`src/rtl/irq_prio_pkg.sv`:
```
package irq_prio_pkg;

  // Register word addresses
  localparam logic [1:0] ADDR_MASK  = 2'd0;
  localparam logic [1:0] ADDR_CLEAR = 2'd1;
  localparam logic [1:0] ADDR_SET   = 2'd2;
  localparam logic [1:0] ADDR_GIE   = 2'd3;

  // Strobes from control to datapath
  typedef struct packed {
    logic maskWe;
    logic clrWe;
    logic clrAll;
    logic setWe;
    logic takeFire;
  } ctlStrobe_t;

endpackage

```
`src/rtl/irq_prio_dp.sv`:
```
module irq_prio_dp
  import irq_prio_pkg::*;
#(
  parameter int NUM_SRC  = 9,
  parameter int VEC_W    = 8,
  parameter int VEC_STEP = 4
) (
  input  logic               clk,
  input  logic               rstN,
  input  logic [NUM_SRC-1:0] srcEvent,
  input  ctlStrobe_t         strb,
  input  logic [NUM_SRC-1:0] wBits,
  output logic [NUM_SRC-1:0] posted,
  output logic [NUM_SRC-1:0] mask,
  output logic [NUM_SRC-1:0] pending,
  output logic               anyPend,
  output logic [VEC_W-1:0]   vecAddr
);
  localparam int IDX_W = (NUM_SRC > 1) ? $clog2(NUM_SRC) : 1;

  logic [IDX_W-1:0]   selIdx;
  logic [NUM_SRC-1:0] takeVec;
  logic [NUM_SRC-1:0] clrVec;
  logic [NUM_SRC-1:0] setVec;
  logic [NUM_SRC-1:0] keepMask;

  // Mask register
  always_ff @(posedge clk or negedge rstN) begin
    if (!rstN)            mask <= '0;
    else if (strb.maskWe) mask <= wBits;
  end

  assign clrVec   = strb.clrAll ? '1 : (strb.clrWe ? wBits : '0);
  assign setVec   = strb.setWe ? wBits : '0;
  assign takeVec  = strb.takeFire ? (NUM_SRC'(1) << selIdx) : '0;
  assign keepMask = posted & ~clrVec & ~takeVec;

  // One posted flop per source; events and software sets win over clears
  for (genvar i = 0; i < NUM_SRC; i++) begin : g_post
    always_ff @(posedge clk or negedge rstN) begin
      if (!rstN)
        posted[i] <= 1'b0;
      else if (srcEvent[i] || setVec[i])
        posted[i] <= 1'b1;
      else if (clrVec[i] || takeVec[i])
        posted[i] <= 1'b0;
    end
  end

  assign pending = posted & mask;
  assign anyPend = |pending;

  // Fixed-priority encoder: lowest index wins
  always_comb begin
    selIdx = '0;
    for (int i = NUM_SRC - 1; i >= 0; i--) begin
      if (pending[i]) selIdx = IDX_W'(i);
    end
  end

  assign vecAddr = anyPend ? (VEC_W'(selIdx) * VEC_W'(VEC_STEP)) : '0;

  // a sampled event always leaves its posted bit set
  a_r2_event_posts: assert property (@(posedge clk) disable iff (!rstN)
    (|srcEvent) |=> ((posted & $past(srcEvent)) == $past(srcEvent)));

  // posted bits fall only through a clear or a take, never through the mask
  a_r4_mask_keeps_posted: assert property (@(posedge clk) disable iff (!rstN)
    1'b1 |=> ((posted & $past(keepMask)) == $past(keepMask)));

  // the selected index is really pending
  a_r5_sel_pending: assert property (@(posedge clk) disable iff (!rstN)
    anyPend |-> pending[selIdx]);

  // a take retires at most one source
  a_r7_take_onehot: assert property (@(posedge clk) disable iff (!rstN)
    $onehot0(takeVec));

endmodule

```
`src/rtl/irq_prio_ctl.sv`:
```
module irq_prio_ctl
  import irq_prio_pkg::*;
#(
  parameter int DATA_W      = 16,
  parameter int CLR_ALL_BIT = 15
) (
  input  logic              clk,
  input  logic              rstN,
  input  logic              busWe,
  input  logic [1:0]        busAddr,
  input  logic [DATA_W-1:0] busWData,
  input  logic              irqTake,
  input  logic              irqReturn,
  input  logic              anyPend,
  output ctlStrobe_t        strb,
  output logic              irqReq,
  output logic              gie
);

  always_comb begin
    strb          = '0;
    strb.maskWe   = busWe && (busAddr == ADDR_MASK);
    strb.clrWe    = busWe && (busAddr == ADDR_CLEAR);
    strb.clrAll   = strb.clrWe && busWData[CLR_ALL_BIT];
    strb.setWe    = busWe && (busAddr == ADDR_SET);
    strb.takeFire = irqTake && irqReq;
  end

  assign irqReq = anyPend && gie;

  // Global enable: a take has priority over a return or a register write
  always_ff @(posedge clk or negedge rstN) begin
    if (!rstN)                              gie <= 1'b0;
    else if (strb.takeFire)                 gie <= 1'b0;
    else if (irqReturn)                     gie <= 1'b1;
    else if (busWe && busAddr == ADDR_GIE)  gie <= busWData[0];
  end

  // no request while the enable is low
  a_r6_req_needs_gie: assert property (@(posedge clk) disable iff (!rstN)
    irqReq |-> gie);

  // taking an interrupt drops the enable
  a_r7_take_clears_gie: assert property (@(posedge clk) disable iff (!rstN)
    (irqTake && irqReq) |=> !gie);

  // a return restores the enable
  a_r8_return_sets_gie: assert property (@(posedge clk) disable iff (!rstN)
    (irqReturn && !(irqTake && irqReq)) |=> gie);

  // a take with no request leaves the enable alone
  a_r12_idle_take: assert property (@(posedge clk) disable iff (!rstN)
    (irqTake && !irqReq && !irqReturn && !busWe) |=> $stable(gie));

endmodule

```
`src/rtl/irq_prio_ctrl.sv`:
```
module irq_prio_ctrl
  import irq_prio_pkg::*;
#(
  parameter int NUM_SRC     = 9,
  parameter int DATA_W      = 16,
  parameter int VEC_W       = 8,
  parameter int VEC_STEP    = 4,
  parameter int CLR_ALL_BIT = 15
) (
  input  logic               clk,
  input  logic               rstN,
  input  logic [NUM_SRC-1:0] srcEvent,
  input  logic               busWe,
  input  logic [1:0]         busAddr,
  input  logic [DATA_W-1:0]  busWData,
  output logic [DATA_W-1:0]  busRData,
  input  logic               irqTake,
  input  logic               irqReturn,
  output logic               irqReq,
  output logic [VEC_W-1:0]   vecAddr,
  output logic               gieOut
);
  ctlStrobe_t         strb;
  logic [NUM_SRC-1:0] posted;
  logic [NUM_SRC-1:0] mask;
  logic [NUM_SRC-1:0] pending;
  logic               anyPend;

  irq_prio_ctl #(.DATA_W(DATA_W), .CLR_ALL_BIT(CLR_ALL_BIT)) u_ctl (
    .clk(clk), .rstN(rstN), .busWe(busWe), .busAddr(busAddr),
    .busWData(busWData), .irqTake(irqTake), .irqReturn(irqReturn),
    .anyPend(anyPend), .strb(strb), .irqReq(irqReq), .gie(gieOut)
  );

  irq_prio_dp #(.NUM_SRC(NUM_SRC), .VEC_W(VEC_W), .VEC_STEP(VEC_STEP)) u_dp (
    .clk(clk), .rstN(rstN), .srcEvent(srcEvent), .strb(strb),
    .wBits(busWData[NUM_SRC-1:0]), .posted(posted), .mask(mask),
    .pending(pending), .anyPend(anyPend), .vecAddr(vecAddr)
  );

  always_comb begin
    busRData = '0;
    case (busAddr)
      ADDR_MASK:  busRData[NUM_SRC-1:0] = mask;
      ADDR_CLEAR: busRData[NUM_SRC-1:0] = posted;
      ADDR_SET:   busRData[NUM_SRC-1:0] = pending;
      default:    busRData[0]           = gieOut;
    endcase
  end

endmodule

```
`config.mk`:
```
export PLATFORM = sky130hd
export DESIGN_NAME = irq_prio_ctrl
export DESIGN_NICKNAME = d
export VERILOG_FILES = /design/src/rtl/irq_prio_pkg.sv /design/src/rtl/irq_prio_dp.sv /design/src/rtl/irq_prio_ctl.sv /design/src/rtl/irq_prio_ctrl.sv
export SDC_FILE = /design/constraint.sdc
export NUM_CORES = 1
export LEC_CHECK = 0
export ABC_AREA = 1
export BUFFER_PORTS_ARGS = -buffer_cell sky130_fd_sc_hd__buf_2
export CELL_PAD_IN_SITES_DETAIL_PLACEMENT = 2
export CELL_PAD_IN_SITES_GLOBAL_PLACEMENT = 2
export CORE_ASPECT_RATIO = 1.25
export CORE_MARGIN = 2
export CORE_UTILIZATION = 25
export CTS_CLUSTER_SIZE = 16
export DETAILED_ROUTE_END_ITERATION = 10
export GPL_TIMING_DRIVEN = 0
export PLACE_DENSITY = 0.82
export SYNTH_ARGS = -nofsm -noshare
export SYNTH_HDL_FRONTEND = slang
export SYNTH_SLANG_ARGS = --single-unit
```
`constraint.sdc`:
```
create_clock -name clk -period 1.4 [get_ports clk]
set_input_delay 0.07 -clock clk [delete_from_list [all_inputs] [get_ports clk]]
set_output_delay 0.07 -clock clk [all_outputs]
set_load 0.01 [all_outputs]
```
==> results of run 1 <==
[path summary, 6_finish.rpt]
check,start,endpoint,cells after the start
worst min register to register,u_dp.mask[8],u_dp.mask[8],2
max in group asynchronous,rstN,u_dp.mask[6],2
worst max register to register,u_dp.posted[7],u_dp.posted[0],13
min in group asynchronous,rstN,u_dp.posted[3],2
worst max-delay path,u_dp.mask[6],irqReq,8
worst min-delay path,srcEvent[3],u_dp.posted[3],4
[layout make-up]
class                   instances  share of cell area [%]
flip-flops and latches         19                    21.6
well taps                      66                    3.76
inverters                      50                    8.65
repair buffers                 68                    20.6
multi-input cells             147                    38.9
clock buffers                   4                    2.05
plain buffers                  14                    4.38
[placed cells by master (no fill, tap or decap), types with 3 or more instances in the layout]
cell	instances
inv_2	8
buf_2	38
o21ai_0	21
nor2_1	11
buf_6	8
nand2_4	5
o21ai_2	4
conb_1	11
nand3_2	6
o21ai_1	3
nor2_4	4
inv_1	41
nand2_1	38
clkbuf_8	3
nand2_2	13
buf_4	34
dfrtp_1	19
o21bai_1	12
nand3_1	6
o21a_1	4
[registers in the layout, summed over array words and instances, names as in the netlist]
signal / count
u_ctl.gie: 1
u_dp.mask: 9
u_dp.posted: 9
[cell families (layout without fill, tap and decap cells)]
family	after synthesis	count (layout)	share of synthesized area [%]
AOI/OAI and AO/OA	49	49	20.3
buffers and inverters	64	136	18.8
DFF	19	19	31.4
other	1	11	0.248
and+or+nand+nor	87	87	29.3
[timing repair]
item | CTS | global route
resized for setup | 12 | 25
hold buffers | 1 | 0
buffers inserted | 20 | 8
pin swaps | 17 | 12
endpoints found under the hold margin | 19 | 0
endpoints found under the setup margin | 9 | 18
[metal layers]
layer	wire (µm)	part of all wire, %	up-vias	GRT usage (%)
met5	0	0	-	0
met4	19	0.31	0	3.48
met3	149	2.4	2	2.11
met2	3570	58	27	35.3
met1	2430	39	852	20.0
li1	-	-	822	-
[critical path, cell delays in order, from the launching register on]
cell and delay (ps):
dfrtp_1 410, nand2_2 110, nand2_4 70, nor2_4 120, buf_6 110, nand3_2 110, nand2_2 110, inv_2 50
buf_2 140
[power groups by stage]
stage,combinational [mW],sequential [mW],clock (mW)
2_1_floorplan,0.550,0.693,0
3_3_place_gp,0.778,0.702,0
3_5_place_dp,0.805,0.708,0
4_1_cts,1.02,0.689,0.410
5_1_grt,1.31,0.707,0.437
6_report,1.21,0.698,0.411
==> out/metrics.cfg, run 1 <==
[synth]
synth_commonest_cells = inv_1 (46), nand2_1 (42), o21ai_0 (28)
synth_area_leaders = dfrtp_1 (31%), inv_1 (11%), nand2_1 (10%)
synth.top_cell.area_share_pct = 31.4
synth_area_mm2 = 0.00151
ys_seq_elements = 19
syn_avg_cell_area_um2 = 6.88
synth_top_flop_cell = dfrtp_1
synth_cells = 220
ys_warn_count = 0
yosysSeqAreaShare_pct = 31.4
synth-async-reset-ratio_pct = 100
yosysMostFrequentCell = inv_1
synth_largest_area_cell = dfrtp_1
synth_cell_types = 24
synth_edf_count = 0

[grt]
grt_overflow = 0
grt_pass1_vias = 1852
grt_max_degree = 20
antenna_found_initial = 0
grtUsageTotal_pct = 18.1
grt_pass1_wl_um = 9180

[cells_and_area]
nNetsFinal = 335
diodes = 0
drive_above_1_share_pct = 42.4
area_growth_pct = 45.3
stdcell_count = 368
seq_area_um2 = 475
multi_input_area_um2 = 856
utilization_pct = 37.8
fillers = 722
stdcell_area_mm2 = 0.00220

[place]
placed_cells = 335
gp_congestion = 0.839
place_area_mm2 = 0.00183
hpwl_um = 3800
dp_worst_setup_slack_ps = -29.1
port_buffers = 39

[drt]
route.detailed.drc = 0
drt.antenna.violating_nets = 0
drtIter0Drc = 35
firstDrtPassIters = 4
wire_per_inst_um = 16.8
viasPerCell = 4.63
vias = 1703
finalWirelength_um = 6170

[clocking]
cts_tree = yes
cts.sinks = 19
root_buffer = clkbuf_8
cts-buffers-inserted = 3
clk_pin_slew_ps = 80
clk_latency_ps = 260
cts_max_level = 1
cts_buffer_depth = 2

[setup_path]
critPathCaptureType = primary output
regToRegSetupSlack_ps = -80
cp.required_ps = 1330
path_max_fanout = 3
start_kind = register
path_class = reg -> out
worstPathArrival_ps = 1490

[timing]
tightest_slew_ps = 518
fin_hold_ws_ps = 89.8
clock_skew_ps = 3.46
fin_crit_ps = 1560
relSlewSlack_pct = 65.5
final_hold_viol_count = 0
grt_setup_unrepaired = yes
timing.final.crit_share_pct = 111
finalWorstSetupSlack_ps = -160
fmax_mhz = 641
setup_viol = 14
timing.final.max_slew_violations = 0
fin_setup_tns_ps = -1000

[run_status]
outcome = complete, but fails checks
violations = negative setup slack

[pwr]
p_total_mw = 2.31
switching_share_pct = 41.6
seqPwrFrac_pct = 30.2
p_switching_mw = 0.962
p_per_area_mw_per_mm2 = 1050
combinationalPowerShare_pct = 52.1
p_int_mw = 1.35
ir_drop_uv = 371
leakagePower_nw = 1.23
p_clk_share_pct = 17.8

[floorplan]
die-area_mm2 = 0.00669
initial_core_util_pct = 26.0
chipHeight_um = 91.0
dieWidth_um = 73.6
rows = 31
core_mm2 = 0.00582
pin_count = 58

[job]
drv_cap = 0

[hold_path]
min_path_type = in -> reg

(Power assumes the default switching activity.)
==> run 2: changes to the inputs <==
- MAX_ROUTING_LAYER: unset -> met4
- SETUP_SLACK_MARGIN: unset -> 0.02
==> out/metrics.cfg, run 2 (synthesis gave the netlist of run 1 again) <==
[timing]
fin_crit_ps = 1700  ; +140 ps
timing.final.crit_share_pct = 121  ; +10 points
clock_skew_ps = 1.35  ; -2.11 ps
grt_setup_unrepaired = yes
final_hold_viol_count = 0  ; unchanged
fin_setup_tns_ps = -2550  ; -1540 ps
setup_viol = 16  ; +2
timing.final.max_slew_violations = 0  ; unchanged
fmax_mhz = 588  ; -8.3%
fin_hold_ws_ps = 62.9  ; -26.9 ps
finalWorstSetupSlack_ps = -300  ; -140 ps

[floorplan]
dieWidth_um = 73.6  ; unchanged
rows = 31  ; unchanged
pin_count = 58  ; unchanged
die-area_mm2 = 0.00669  ; unchanged
core_mm2 = 0.00582  ; unchanged
initial_core_util_pct = 26.0  ; unchanged
chipHeight_um = 91.0  ; unchanged

[clocking]
clk_pin_slew_ps = 80  ; about the same
root_buffer = clkbuf_8
cts-buffers-inserted = 3  ; unchanged
cts_buffer_depth = 2  ; unchanged
cts.sinks = 19  ; unchanged
clk_latency_ps = 280  ; +20 ps
cts_tree = yes
cts_max_level = 1  ; unchanged

[pwr]
p_per_area_mw_per_mm2 = 1110  ; +5.6%
combinationalPowerShare_pct = 55.5  ; +3.4 points
p_clk_share_pct = 17.3  ; -0.5 points
p_total_mw = 2.56  ; +10%
switching_share_pct = 44.3  ; +2.7 points
ir_drop_uv = 355  ; -4.4%
p_int_mw = 1.43  ; +5.4%
leakagePower_nw = 1.25  ; +1.8%
seqPwrFrac_pct = 27.2  ; -3.0 points
p_switching_mw = 1.13  ; +18%

[drt]
viasPerCell = 4.79  ; +3.5%
drtIter0Drc = 30  ; -14%
finalWirelength_um = 7070  ; +15%
route.detailed.drc = 0  ; unchanged
drt.antenna.violating_nets = 0  ; unchanged
firstDrtPassIters = 4  ; unchanged
wire_per_inst_um = 19.1  ; +14%
vias = 1773  ; +4.1%

[cells_and_area]
drive_above_1_share_pct = 45.1  ; +2.7 points
nNetsFinal = 337  ; +0.60%
reg.largest.list = u_dp.mask: 9 flops, u_dp.posted: 9 flops, u_ctl.gie: 1 flops
mostFrequentLayoutCells = inv_1 (39), buf_2 (37), nand2_1 (36)
layout.cells.most_common = inv_1
diodes = 0  ; unchanged
area_growth_pct = 52.1

[setup_path]
path_cells = nand2_2 > nand2_2 > nor2_4 > inv_1 > nand4_1 > inv_2 > nand4_1 > nand2_1 > nand2_1
start_kind = register
path_class = reg -> reg
ff2ff_path_depth = 9  ; -4
crit_buf_inv = 2  ; -1
cp.required_ps = 1580  ; +250 ps
reg2reg_from = u_dp.mask[5]
regToRegSetupSlack_ps = -300  ; -220 ps
r2r_end = u_dp.posted[7]
path_max_fanout = 3  ; unchanged
crit_slowest_cell = dfrtp_1
crit_family = simple AND/OR/NAND/NOR gates
critPathCaptureType = register
worstPathArrival_ps = 1880  ; +390 ps
slowest_delay_ps = 420  ; about the same

[grt]
antenna_found_initial = 0  ; unchanged
grt_pass1_wl_um = 9670  ; +5.4%
grt_overflow = 0  ; unchanged
grt_pass1_vias = 1898  ; +2.5%
grtUsageTotal_pct = 20.0  ; +2.0 points
grt_max_degree = 20  ; unchanged

[place]
gp_congestion = 0.852  ; +1.6%
hpwl_um = 3800  ; unchanged
port_buffers = 39  ; unchanged

[job]
drv_cap = 0  ; unchanged

[hold_path]
hold_path_end = u_dp.posted[3]
min_path_type = in -> reg
min_from = srcEvent[3]
hold_depth = 4  ; unchanged

[run_status]
violations = negative setup slack
outcome = complete, but fails checks

-- run 2: cell types whose count changed in the layout (fill, tap and decap cells not counted), sizes merged --
cell and delta:
buf +2
-- run 2: how the worst max path moves through the flow --
stage,slack (ps),depth (start not counted),end,startpoint
2_1_floorplan,180,8,u_dp.posted[8],u_dp.posted[0]
3_3_place_gp,50,8,u_dp.posted[7],u_dp.posted[0]
3_5_place_dp,-30,8,u_dp.posted[8],u_dp.mask[5]
4_1_cts,-80,8,vecAddr[5],u_dp.posted[3]
5_1_grt,-290,9,u_dp.posted[7],u_dp.mask[5]
6_report,-300,9,u_dp.posted[7],u_dp.mask[5]
-- run 2: worst register-to-register path: stages, from the launching register on --
cell     delay (ps)
dfrtp_1         420
nand2_2         100
nand2_2         130
nor2_4           60
inv_1           160
nand4_1         210
inv_2           180
nand4_1         140
nand2_1         130
nand2_1          60
-- run 2: per-layer routing --
layer  up-vias  part of all wire [%]  global-route usage [%]
met5         -                     0                       -
met3        20                   3.8                    2.44
met1       870                    37                    21.3
met4         0                   3.7                    7.27
met2        55                    56                    36.7
li1        828                     -                       -
-- run 2: cell type report --
class                   count  area [µm²]
multi-input cells         147         920
inverters                  50         193
plain buffers              14        96.3
flip-flops and latches     19         475
fillers                   712        3520
repair buffers             70         489
clock buffers               4        45.0
well taps                  66        82.6
-- run 2: repair_timing --
action,CTS,global route
setup endpoints to repair,12,20
pin swaps,18,27
gates resized for setup,13,45
hold endpoints to repair,19,0
hold buffers,1,0
setup buffers,25,7
-- run 2: through the flow --
| step | cells | cell area [µm²] | util [%] | setup slack (ps) |
|---|---|---|---|---|
| 6_report | 370 | 2300 | 39.5 | -300 |
| 5_1_grt | 370 | 2300 | 39.5 | -287 |
| 4_1_cts | 365 | 2110 | 36.3 | -82.9 |
| 3_5_place_dp | 335 | 1830 | 31.4 | -29.1 |
| 3_3_place_gp | 335 | 1830 | 31.4 | 47.2 |
| 2_1_floorplan | 230 | 1550 | - | 181 |
-- run 2: power by group through the flow --
stage               logic [mW]  clock network [mW]  registers, mW
global placement         0.778                   0          0.702
finish                    1.42               0.444          0.696
detailed placement       0.805                   0          0.708
floorplan                0.550                   0          0.693
CTS                       1.07               0.410          0.687
global route              1.51               0.457          0.707
